$ cat src/rtl/fcmp_pkg.sv
`timescale 1ns/1ps
package fcmp_pkg;

    typedef enum logic [1:0] {
        REL_GT = 2'd0,
        REL_LT = 2'd1,
        REL_EQ = 2'd2,
        REL_UN = 2'd3
    } rel_e;

    typedef enum logic {
        ST_IDLE   = 1'b0,
        ST_REPORT = 1'b1
    } st_e;

    typedef struct packed {
        logic is_nan;
        logic is_snan;
        logic is_den;
        logic is_zero;
    } opcls_t;

    localparam int FLAG_W = 6;

endpackage

$ cat src/rtl/fcmp_classify.sv
`timescale 1ns/1ps
module fcmp_classify
    import fcmp_pkg::*;
#(
    parameter int EXP_W = 8,
    parameter int MAN_W = 23
) (
    input  logic [EXP_W+MAN_W-1:0] mag,
    output opcls_t                 cls
);
    localparam logic [EXP_W-1:0] EXP_ONES = '1;
    localparam int               QBIT     = MAN_W - 1;

    logic [EXP_W-1:0] expo;
    logic [MAN_W-1:0] mant;
    logic             man_nz;

    assign expo   = mag[EXP_W+MAN_W-1:MAN_W];
    assign mant   = mag[MAN_W-1:0];
    assign man_nz = |mant;

    always_comb begin
        cls.is_nan  = (expo == EXP_ONES) && man_nz;
        cls.is_snan = (expo == EXP_ONES) && man_nz && !mant[QBIT];
        cls.is_den  = (expo == '0) && man_nz;
        cls.is_zero = (expo == '0) && !man_nz;
    end

endmodule

$ cat src/rtl/fcmp_order.sv
`timescale 1ns/1ps
module fcmp_order
    import fcmp_pkg::*;
#(
    parameter int WORD_W = 32
) (
    input  logic [WORD_W-1:0] val_a,
    input  logic [WORD_W-1:0] val_b,
    input  logic              any_nan,
    input  logic              both_zero,
    output rel_e              rel
);
    logic [WORD_W-1:0] key_a;
    logic [WORD_W-1:0] key_b;

    // Map sign-magnitude to a key whose unsigned order is the numeric order.
    function automatic logic [WORD_W-1:0] order_key(input logic [WORD_W-1:0] v);
        if (v[WORD_W-1]) order_key = ~v;
        else             order_key = {1'b1, v[WORD_W-2:0]};
    endfunction

    assign key_a = order_key(val_a);
    assign key_b = order_key(val_b);

    always_comb begin
        if (any_nan)            rel = REL_UN;
        else if (both_zero)     rel = REL_EQ;
        else if (key_a > key_b) rel = REL_GT;
        else if (key_a < key_b) rel = REL_LT;
        else                    rel = REL_EQ;
    end

endmodule

$ cat src/rtl/fcmp_policy.sv
`timescale 1ns/1ps
module fcmp_policy (
    input  logic [1:0] nan,
    input  logic [1:0] snan,
    input  logic [1:0] den,
    input  logic       sig_mode,
    input  logic       inv_mask,
    input  logic       den_mask,
    input  logic       suppress_all,
    output logic       raise_inv,
    output logic       raise_den,
    output logic       allow_wr
);
    logic inv_hit;
    logic den_hit;

    always_comb begin
        inv_hit   = sig_mode ? (|nan) : (|snan);
        den_hit   = |den;
        raise_inv = inv_hit && !suppress_all;
        raise_den = den_hit && !suppress_all;
        allow_wr  = !((raise_inv && !inv_mask) || (raise_den && !den_mask));
    end

endmodule

$ cat src/rtl/fcmp_flag_unit.sv
`timescale 1ns/1ps
module fcmp_flag_unit
    import fcmp_pkg::*;
#(
    parameter int EXP_W = 8,
    parameter int MAN_W = 23
) (
    input  logic                     clk,
    input  logic                     rst_n,
    input  logic                     in_valid,
    input  logic [EXP_W+MAN_W:0]     opnd_a,
    input  logic [EXP_W+MAN_W:0]     opnd_b,
    input  logic                     sig_mode,
    input  logic                     inv_mask,
    input  logic                     den_mask,
    input  logic                     suppress_all,
    output logic [FLAG_W-1:0]        flags_q,
    output logic                     flag_wr,
    output logic                     exc_invalid,
    output logic                     exc_denormal
);
    localparam int WORD_W = EXP_W + MAN_W + 1;
    localparam int NOPND  = 2;

    logic [WORD_W-1:0] opnd [NOPND];
    opcls_t            cls  [NOPND];
    logic [NOPND-1:0]  nan_v, snan_v, den_v, zero_v;

    assign opnd[0] = opnd_a;
    assign opnd[1] = opnd_b;

    for (genvar g = 0; g < NOPND; g++) begin : g_cls
        fcmp_classify #(.EXP_W(EXP_W), .MAN_W(MAN_W)) u_cls (
            .mag (opnd[g][WORD_W-2:0]),
            .cls (cls[g])
        );
        assign nan_v[g]  = cls[g].is_nan;
        assign snan_v[g] = cls[g].is_snan;
        assign den_v[g]  = cls[g].is_den;
        assign zero_v[g] = cls[g].is_zero;
    end

    rel_e rel;
    logic raise_inv, raise_den, allow_wr;

    fcmp_order #(.WORD_W(WORD_W)) u_order (
        .val_a     (opnd_a),
        .val_b     (opnd_b),
        .any_nan   (|nan_v),
        .both_zero (&zero_v),
        .rel       (rel)
    );

    fcmp_policy u_policy (
        .nan          (nan_v),
        .snan         (snan_v),
        .den          (den_v),
        .sig_mode     (sig_mode),
        .inv_mask     (inv_mask),
        .den_mask     (den_mask),
        .suppress_all (suppress_all),
        .raise_inv    (raise_inv),
        .raise_den    (raise_den),
        .allow_wr     (allow_wr)
    );

    // ZF,PF,CF pattern for each outcome; OF,SF,AF always zero.
    logic [2:0] zpc;
    always_comb begin
        unique case (rel)
            REL_UN:  zpc = 3'b111;
            REL_GT:  zpc = 3'b000;
            REL_LT:  zpc = 3'b001;
            REL_EQ:  zpc = 3'b100;
            default: zpc = 3'b111;
        endcase
    end

    st_e state, state_nx;

    always_comb begin
        unique case (state)
            ST_IDLE:   state_nx = in_valid ? ST_REPORT : ST_IDLE;
            ST_REPORT: state_nx = in_valid ? ST_REPORT : ST_IDLE;
            default:   state_nx = ST_IDLE;
        endcase
    end

    always_ff @(posedge clk or negedge rst_n) begin
        if (!rst_n) state <= ST_IDLE;
        else        state <= state_nx;
    end

    always_ff @(posedge clk or negedge rst_n) begin
        if (!rst_n) begin
            flags_q      <= '0;
            flag_wr      <= 1'b0;
            exc_invalid  <= 1'b0;
            exc_denormal <= 1'b0;
        end else if (in_valid) begin
            flag_wr      <= allow_wr;
            exc_invalid  <= raise_inv;
            exc_denormal <= raise_den;
            if (allow_wr) flags_q <= {zpc, 3'b000};
        end else begin
            flag_wr      <= 1'b0;
            exc_invalid  <= 1'b0;
            exc_denormal <= 1'b0;
        end
    end

    // Outputs only show a result one cycle after an accepted strobe.
    assert_report_latency_R1: assert property (@(posedge clk) disable iff (!rst_n)
        (flag_wr || exc_invalid || exc_denormal) |-> $past(in_valid));

    assert_idle_quiet_R1: assert property (@(posedge clk) disable iff (!rst_n)
        (state == ST_IDLE) |-> !(flag_wr || exc_invalid || exc_denormal));

    assert_upper_clear_R4: assert property (@(posedge clk) disable iff (!rst_n)
        flag_wr |-> (flags_q[2:0] == 3'b000));

    assert_legal_pattern_R3: assert property (@(posedge clk) disable iff (!rst_n)
        flag_wr |-> (flags_q[5:3] inside {3'b111, 3'b000, 3'b001, 3'b100}));

    assert_hold_R12: assert property (@(posedge clk) disable iff (!rst_n)
        !flag_wr |-> $stable(flags_q));

    assert_suppress_R10: assert property (@(posedge clk) disable iff (!rst_n)
        $past(in_valid && suppress_all) |-> (flag_wr && !exc_invalid && !exc_denormal));

    assert_unmasked_block_R9: assert property (@(posedge clk) disable iff (!rst_n)
        (exc_invalid && !$past(inv_mask)) |-> !flag_wr);

    assert_nan_unordered_R2: assert property (@(posedge clk) disable iff (!rst_n)
        (flag_wr && $past(in_valid && (|nan_v))) |-> (flags_q[5:3] == 3'b111));

endmodule

$ cat config.mk
export PLATFORM = sky130hd
export DESIGN_NAME = fcmp_flag_unit
export DESIGN_NICKNAME = d
export VERILOG_FILES = /design/src/rtl/fcmp_pkg.sv /design/src/rtl/fcmp_classify.sv /design/src/rtl/fcmp_order.sv /design/src/rtl/fcmp_policy.sv /design/src/rtl/fcmp_flag_unit.sv
export SDC_FILE = /design/constraint.sdc
export NUM_CORES = 1
export LEC_CHECK = 0
export ABC_AREA = 0
export ABC_CLOCK_PERIOD_IN_PS = 1800
export BUFFER_PORTS_ARGS = -buffer_cell sky130_fd_sc_hd__buf_4
export CORE_MARGIN = 2
export CORE_UTILIZATION = 50
export DETAILED_ROUTE_END_ITERATION = 10
export PLACE_DENSITY = 0.82
export SKIP_CTS_REPAIR_TIMING = 1
export SLEW_MARGIN = 10
export SYNTH_ARGS = -nofsm -noshare
export SYNTH_HDL_FRONTEND = slang
export SYNTH_HIERARCHICAL = 1
export SYNTH_SLANG_ARGS = --single-unit
export TNS_END_PERCENT = 100
$ cat constraint.sdc
create_clock -name clk -period 1.8 [get_ports clk]
set_input_delay 0.09 -clock clk [delete_from_list [all_inputs] [get_ports clk]]
set_output_delay 0.09 -clock clk [all_outputs]
set_load 0.01 [all_outputs]
==> results by group, run 1 <==
Setup path
  – Start-to-end type of the worst setup path: input port to flip-flop
  – Slowest Stage Delay on Critical Path: around 370 ps
  – Data arrival, critical path: approximately 2600 ps
  – Worst path cell trace: buf_12, buf_12, buf_4, buf_4, xnor2_1, ha_1, a21oi_1, o21ai_0, nand2_1, o211ai_1, a311oi_2, or2_1, mux2_4
  – Crit path capture type: flip-flop
  – Nature of the critical path startpoint: input port
  – Largest fanout on the critical path: 8
  – Family of cells with the greatest summed delay on the critical path: compound AO/OA/AOI/OAI gates
  – Required time worst endpoint: 1950 ps
  – Total buffers and inverters traversed by the critical path: 4
  – Critical-path cell with the highest stage delay: sky130_fd_sc_hd__o21ai_0

Power and ir drop
  – Largest voltage drop on the vdd net: roughly 0.00025 V
  – Switching power total: approximately 0.00056 W
  – Share of total power consumed by net switching: 0.431
  – Share of power burned in combinational logic: 0.779
  – Leakage Power: around 1.5 nW
  – Internal power component: between 0.0007 and 0.0008 W
  – Part of the total power dissipated in sequential elements: 0.113
  – Clock network fraction of design power: 0.108
  – Total power divided by cell area: 414 nW/um^2

Synth
  – Count of mapped cells out of synthesis: around 220
  – Largest area contributor in the netlist: sky130_fd_sc_hd__ha_1
  – Number of enable-type register cells in the synthesized netlist: 0
  – Sequential element share of the synthesized area: 0.0830
  – Synth unique cells: 44
  – Post-synthesis register bit count: 6
  – Yosys warning total: 6
  – Synth async-reset ratio: 1.00
  – Cell area after synthesis: 1810 sq um
  – Synth top area cells: sky130_fd_sc_hd__ha_1, sky130_fd_sc_hd__xnor2_1, sky130_fd_sc_hd__xor2_1
  – Mean area per synthesized cell: around 8.3 sq um
  – Share of Yosys cell area claimed by the top area cell type: 0.221
  – Most instantiated flip-flop cell in the synthesis netlist: sky130_fd_sc_hd__dfrtp_1

Clock network
  – Clock tree buffer depth: 2
  – TritonCTS sink count: 6
  – Clock transition time at the flip-flop clock pins of the worst setup and hold paths: around 60 ps
  – Clock tree from TritonCTS: built
  – Later-pin clock latency in the skew report: 260 ps
  – Number of buffers created by CTS: 3
  – H-tree depth reported by CTS: 1
  – Clock tree root driver cell: sky130_fd_sc_hd__clkbuf_4

Floorplanning
  – FP Rows: 21
  – Die X: 64.2 microns
  – Core region area: roughly 3400 sq um
  – Num ports: 80
  – Die Area: between 4000 and 5000 sq um
  – Die span in y: 64.2 microns
  – Initial cell density of the core: 0.530

Placement
  – Number of buffers inserted by port buffering: between 70 and 80
  – Worst slack, placed: -678 ps
  – Routability congestion estimate from global placement: around 0.89
  – Dpl hpwl: about 4900 microns

Route
  – Antenna Nets Post-Route: 0
  – DRC Markers: 0
  – Wire length per cell after detailed routing: 20.6 microns
  – Via Count: 2416
  – Number of iterations in the first detailed-routing pass: 5
  – Detailed-route wire length: between 8000 and 9000 microns
  – First DRT Iteration DRCs: between 150 and 200
  – Vias per std cell: 6.19

Timing
  – Unrepaired setup endpoints after global routing: yes
  – Clock Skews: 0 ps
  – Worst Max-Slew Pin Slew: just under 600 ps
  – Max Freq: roughly 410 MHz
  – Hold violation count in the final report: 0
  – Final setup violation count: 4
  – Final max-slew violation count: 0
  – Tcrit/Tclk final: 1.37
  – Max-slew headroom at the worst pin: 0.595
  – Setup TNS Final: -1760 ps
  – Final Worst Setup Slack: -658 ps
  – Clock period minus final worst setup slack: between 2000 and 2500 ps

Global routing
  – Initial antenna violation count: 0
  – Largest net degree at the start of global routing: 22
  – Global-route wire length before repair: between 9000 and 10000 microns
  – Via count of the first global-routing pass: 2149
  – Overall Global Routing Usage: 0.279
  – Total global routing overflow: 0

Finish
  – Post-Route Utilization: 0.919
  – Final nets: about 450
  – ANT cells: 0
  – Relative area change from synthesis to final layout: 73.5%
  – Fraction of layout instances using a drive strength above 1: 0.500

Run
  – Count of max-cap constraint violations: 0

Status
  – Result of the run: finished, violations left
  – Failing checks: negative setup slack

Hold path
  – Min-Delay Path Class: input port to flip-flop
-- placed cells by master, fill, tap and decap left out, drive strengths merged, types with 5 or more instances in the layout --
cell type / n
nand4: 13
nand3: 5
xor2: 31
xnor2: 31
buf: 130
nor2: 7
ha: 32
a21oi: 13
nor4: 11
nand2: 11
nor3: 5
dfrtp: 6
-- flip-flops by register name, summed over array words and instances (netlist names) --
| name | cells |
|---|---|
| flags_q | 3 |
| exc_invalid | 1 |
| exc_denormal | 1 |
| flag_wr | 1 |
-- synth_stat cells, types with 3 or more instances --
| library cell | n |
|---|---|
| sky130_fd_sc_hd__nand3_1 | 5 |
| sky130_fd_sc_hd__nand2_1 | 10 |
| sky130_fd_sc_hd__nor2_1 | 5 |
| sky130_fd_sc_hd__or4_1 | 4 |
| sky130_fd_sc_hd__a2111oi_0 | 3 |
| sky130_fd_sc_hd__ha_1 | 32 |
| sky130_fd_sc_hd__inv_1 | 4 |
| sky130_fd_sc_hd__nor3_1 | 5 |
| sky130_fd_sc_hd__a21oi_1 | 12 |
| sky130_fd_sc_hd__a211oi_1 | 3 |
| sky130_fd_sc_hd__dfrtp_1 | 6 |
| sky130_fd_sc_hd__xor2_1 | 31 |
| sky130_fd_sc_hd__xnor2_1 | 31 |
| sky130_fd_sc_hd__buf_4 | 3 |
| sky130_fd_sc_hd__clkbuf_1 | 5 |
| sky130_fd_sc_hd__nor4_1 | 11 |
| sky130_fd_sc_hd__nand4_1 | 13 |
-- through the flow --
step                      hold slack [ps]  total power, W  instances  instance area (sq um)
after floorplan                      -206        0.000572        220                   1920
after global routing                  108         0.00135        390                   3140
after global placement               -102        0.000874        380                   2780
after CTS                            -368         0.00104        383                   2800
after detailed placement            -98.5        0.000911        380                   2780
final                                 105         0.00130        390                   3140
-- cell families after synthesis --
kind of cell | Yosys count | synth area share
buffers and inverters | 15 | 0.0380
xor gates and xnor gates | 62 | 0.300
adders and majority gates | 32 | 0.221
other | 1 | 0.00207
and+or+nand+nor | 69 | 0.221
DFF | 6 | 0.0830
muxes | 2 | 0.0166
AOI/OAI and AO/OA | 31 | 0.118
-- power by group through the flow --
stage               Sequential [W]  Clock [W]  Combinational (W)
finish                    0.000147   0.000140            0.00101
global route              0.000148   0.000149            0.00105
CTS                       0.000147   0.000132           0.000764
detailed placement        0.000149          0           0.000761
global placement          0.000149          0           0.000725
floorplan                 0.000152          0           0.000419
-- worst paths after layout --
path	cells past startpoint	slack [ps]	end	from
min reg2reg	1	530	flags_q[5]$_DFFE_PN0P_	flags_q[5]$_DFFE_PN0P_
max	13	-660	flags_q[3]$_DFFE_PN0P_	opnd_b[31]
max in group asynchronous	2	1490	flag_wr$_DFF_PN0_	rst_n
min	2	110	exc_invalid$_DFF_PN0_	in_valid
max reg2reg	1	1030	flags_q[3]$_DFFE_PN0P_	flags_q[3]$_DFFE_PN0P_
min in group asynchronous	2	180	exc_invalid$_DFF_PN0_	rst_n
-- routing by layer --
| metal | global-route usage | share of wire | up-vias |
|---|---|---|---|
| met4 | 0.0904 | 0.068 | 0 |
| met1 | 0.323 | 0.36 | 1116 |
| li1 | - | - | 1052 |
| met5 | 0 | 0 | - |
| met3 | 0.0264 | 0.073 | 66 |
| met2 | 0.531 | 0.50 | 182 |
-- area by class of cell --
class,count,area (sq um)
clock buffer,3,22.5
fill,145,277
inverter,4,15.0
multi-input combinational,199,1830
sequential,6,150
tap,46,57.6
timing repair buffer,132,1060
No activity file was read; power rests on OpenSTA's default activity.
==> run 2: changes to the inputs <==
--- a/config.mk
+++ b/config.mk
@@ -8,8 +8,8 @@
 export ABC_AREA = 0
 export ABC_CLOCK_PERIOD_IN_PS = 1800
 export BUFFER_PORTS_ARGS = -buffer_cell sky130_fd_sc_hd__buf_4
-export CORE_MARGIN = 2
 export CORE_UTILIZATION = 50
+export CTS_BUF_LIST = sky130_fd_sc_hd__clkbuf_16
 export DETAILED_ROUTE_END_ITERATION = 10
 export PLACE_DENSITY = 0.82
 export SKIP_CTS_REPAIR_TIMING = 1
==> run 2 against run 1 <==
  * The flow still finishes with violations (negative setup slack)
  * Clock power grew to 2.8 times the previous value
  * Sequential share of layout area about the same
  * Non-clock buffer count decreased by 1
  * Combinational power about the same
  * Setup slack improved by 63 ps
  * Count of clock-buffer cells in the layout is the same
  * Sequential power is essentially flat
  * First-iteration DRC count is 79% higher
  * Sequential cell count stayed put
  * Via count rose by 6.2%
  * Core utilization increased by 1.6 points
  * Die area down 6.1%
  * Largest cell class unchanged
  * Largest power group unchanged
==> results by group, run 2 (same netlist as run 1, synthesis figures left out) <==
Route
  – Wire length per cell after detailed routing: 22.7 microns (+10%)
  – Detailed-route wire length: 8820 microns (+10%)
  – Via Count: 2565 (+6.2%)
  – Vias per std cell: 6.59 (+6.4%)
  – First DRT Iteration DRCs: 332 (+79%)
  – DRC Markers: 0 (unchanged)
  – Number of iterations in the first detailed-routing pass: 7 (+2)
  – Antenna Nets Post-Route: 0 (unchanged)

Finish
  – Final nets: 448 (-0.22%)
  – Post-Route Utilization: 0.935 (+0.0164)
  – Fraction of layout instances using a drive strength above 1: 0.507 (+0.00729)
  – Top reg by flops: flags_q
  – Commonest cells after routing, fill and taps aside: sky130_fd_sc_hd__buf_4, sky130_fd_sc_hd__xor2_1, sky130_fd_sc_hd__ha_1
  – Leading cell type in the layout, fill and taps excluded: sky130_fd_sc_hd__buf_4
  – Count of placed standard cells in the final layout, fillers left out: 389 (-0.26%)
  – Relative area change from synthesis to final layout: 75.2%
  – Layout fillers: 118 (-19%)
  – Flip-flop count of the largest register, all copies and words added: 3 (unchanged)
  – ANT cells: 0 (unchanged)

Floorplanning
  – Core region area: 3390 sq um (-0.77%)
  – Die Area: 3860 sq um (-6.1%)
  – Die span in y: 62.2 microns (-3.1%)
  – Num ports: 80 (unchanged)
  – FP Rows: 21 (unchanged)
  – Die X: 62.2 microns (-3.1%)
  – Initial cell density of the core: 0.534 (+0.00411)

Clock network
  – Clock transition time at the flip-flop clock pins of the worst setup and hold paths: 40 ps (-20 ps)
  – Number of buffers created by CTS: 3 (unchanged)
  – Clock tree root driver cell: sky130_fd_sc_hd__clkbuf_16
  – Clock tree buffer depth: 2 (unchanged)
  – Clock tree from TritonCTS: built
  – Later-pin clock latency in the skew report: 240 ps (-20 ps)
  – H-tree depth reported by CTS: 1 (unchanged)
  – TritonCTS sink count: 6 (unchanged)

Global routing
  – Initial antenna violation count: 0 (unchanged)
  – Overall Global Routing Usage: 0.295 (+0.0164)
  – Global-route wire length before repair: 9250 microns (+0.30%)
  – Total global routing overflow: 0 (unchanged)
  – Largest net degree at the start of global routing: 19 (-14%)
  – Via count of the first global-routing pass: 2190 (+1.9%)

Placement
  – Routability congestion estimate from global placement: 0.902 (+1.5%)
  – Dpl hpwl: 4670 microns (-4.3%)
  – Number of buffers inserted by port buffering: 76 (unchanged)
  – Placed cell count: 379 (-0.26%)

Power and ir drop
  – Leakage Power: 1.51 nW (+2.6%)
  – Internal power component: 0.000936 W (+27%)
  – Share of power burned in combinational logic: 0.644 (-0.135)
  – Largest voltage drop on the vdd net: 0.000418 V (+64%)
  – Part of the total power dissipated in sequential elements: 0.098 (-0.015)
  – Switching power total: 0.000591 W (+5.6%)
  – Total power divided by cell area: 482 nW/um^2 (+16%)
  – Share of total power consumed by net switching: 0.387 (-0.0439)
  – Clock network fraction of design power: 0.258 (+0.150)

Status
  – Failing checks: negative setup slack
  – Result of the run: finished, violations left

Setup path
  – Crit path capture type: flip-flop
  – Critical-path cell with the highest stage delay: sky130_fd_sc_hd__or3_4
  – Required time worst endpoint: 1920 ps (-30 ps)
  – Nature of the critical path startpoint: input port
  – Worst path cell trace: buf_12, buf_6, xnor2_2, ha_1, nand4_1, nor2_1, a221o_1, or3_4, o2111ai_2, nand2_1, mux2_4
  – Slowest Stage Delay on Critical Path: 410 ps (+40 ps)
  – Family of cells with the greatest summed delay on the critical path: simple AND/OR/NAND/NOR gates
  – Start-to-end type of the worst setup path: input port to flip-flop
  – Data arrival, critical path: 2510 ps (-100 ps)
  – Largest fanout on the critical path: 8 (unchanged)
  – Total buffers and inverters traversed by the critical path: 2 (-2)

Run
  – Count of max-cap constraint violations: 0 (unchanged)

Timing
  – Final Worst Setup Slack: -594 ps (+63.1 ps)
  – Hold violation count in the final report: 0 (unchanged)
  – Clock period minus final worst setup slack: 2390 ps (-63.1 ps)
  – Clock Skews: 0 ps (unchanged)
  – Max Freq: 418 MHz (+2.6%)
  – Max-slew headroom at the worst pin: 0.675 (+0.0802)
  – Unrepaired setup endpoints after global routing: yes
  – Worst Max-Slew Pin Slew: 475 ps (-117 ps)
  – Final max-slew violation count: 0 (unchanged)
  – Final setup violation count: 4 (unchanged)
  – Tcrit/Tclk final: 1.33 (-0.0350)

Hold path
  – Min-Delay Path Class: input port to flip-flop
## run 2: path summary, 6_finish.rpt
check	start	end	slack, ps	depth (start not counted)
max in group asynchronous	rst_n	flags_q[3]$_DFFE_PN0P_	1480	2
max reg2reg	flags_q[5]$_DFFE_PN0P_	flags_q[5]$_DFFE_PN0P_	990	1
max	opnd_b[31]	flags_q[5]$_DFFE_PN0P_	-590	11
min in group asynchronous	rst_n	exc_invalid$_DFF_PN0_	190	2
min	in_valid	exc_invalid$_DFF_PN0_	120	2
min reg2reg	flags_q[3]$_DFFE_PN0P_	flags_q[3]$_DFFE_PN0P_	580	1
## run 2: power groups by stage
stage	clock (W)	combinational, W	sequential [W]
after floorplan	0	0.000419	0.000152
after global placement	0	0.000720	0.000150
after detailed placement	0	0.000746	0.000150
after CTS	0.000368	0.000753	0.000149
after global routing	0.000402	0.00103	0.000150
final	0.000393	0.000984	0.000150
## run 2: final cells by class
cell class / instances / area, sq um / area share
multi-input cells: 199 / 1820 / 0.573
flip-flops and latches: 6 / 150 / 0.0474
repair buffers: 131 / 1060 / 0.333
well taps: 46 / 57.6 / 0.0182
inverters: 4 / 15.0 / 0.00474
clock buffers: 3 / 75.1 / 0.0237
## run 2: layer usage
layer  wire (microns)  up-vias  part of all wire  track usage
met4              812        0             0.092       0.0581
met1             3020     1142              0.34        0.317
met3              893      104              0.10       0.0349
met2             4100      266              0.46        0.604
met5                0        -                 0            0
li1                 -     1053                 -            -
## run 2: metrics by stage
| stage | power, W | hold slack, ps | area, sq um | setup slack, ps | setup TNS, ps |
|---|---|---|---|---|---|
| after CTS | 0.00127 | -337 | 2850 | -413 | -1260 |
| after global routing | 0.00158 | 126 | 3170 | -751 | -2390 |
| after detailed placement | 0.000897 | -101 | 2770 | -640 | -2090 |
| after floorplan | 0.000572 | -206 | 1920 | -450 | -1220 |
| after global placement | 0.000869 | -102 | 2770 | -590 | -1860 |
| final | 0.00153 | 119 | 3170 | -594 | -1960 |
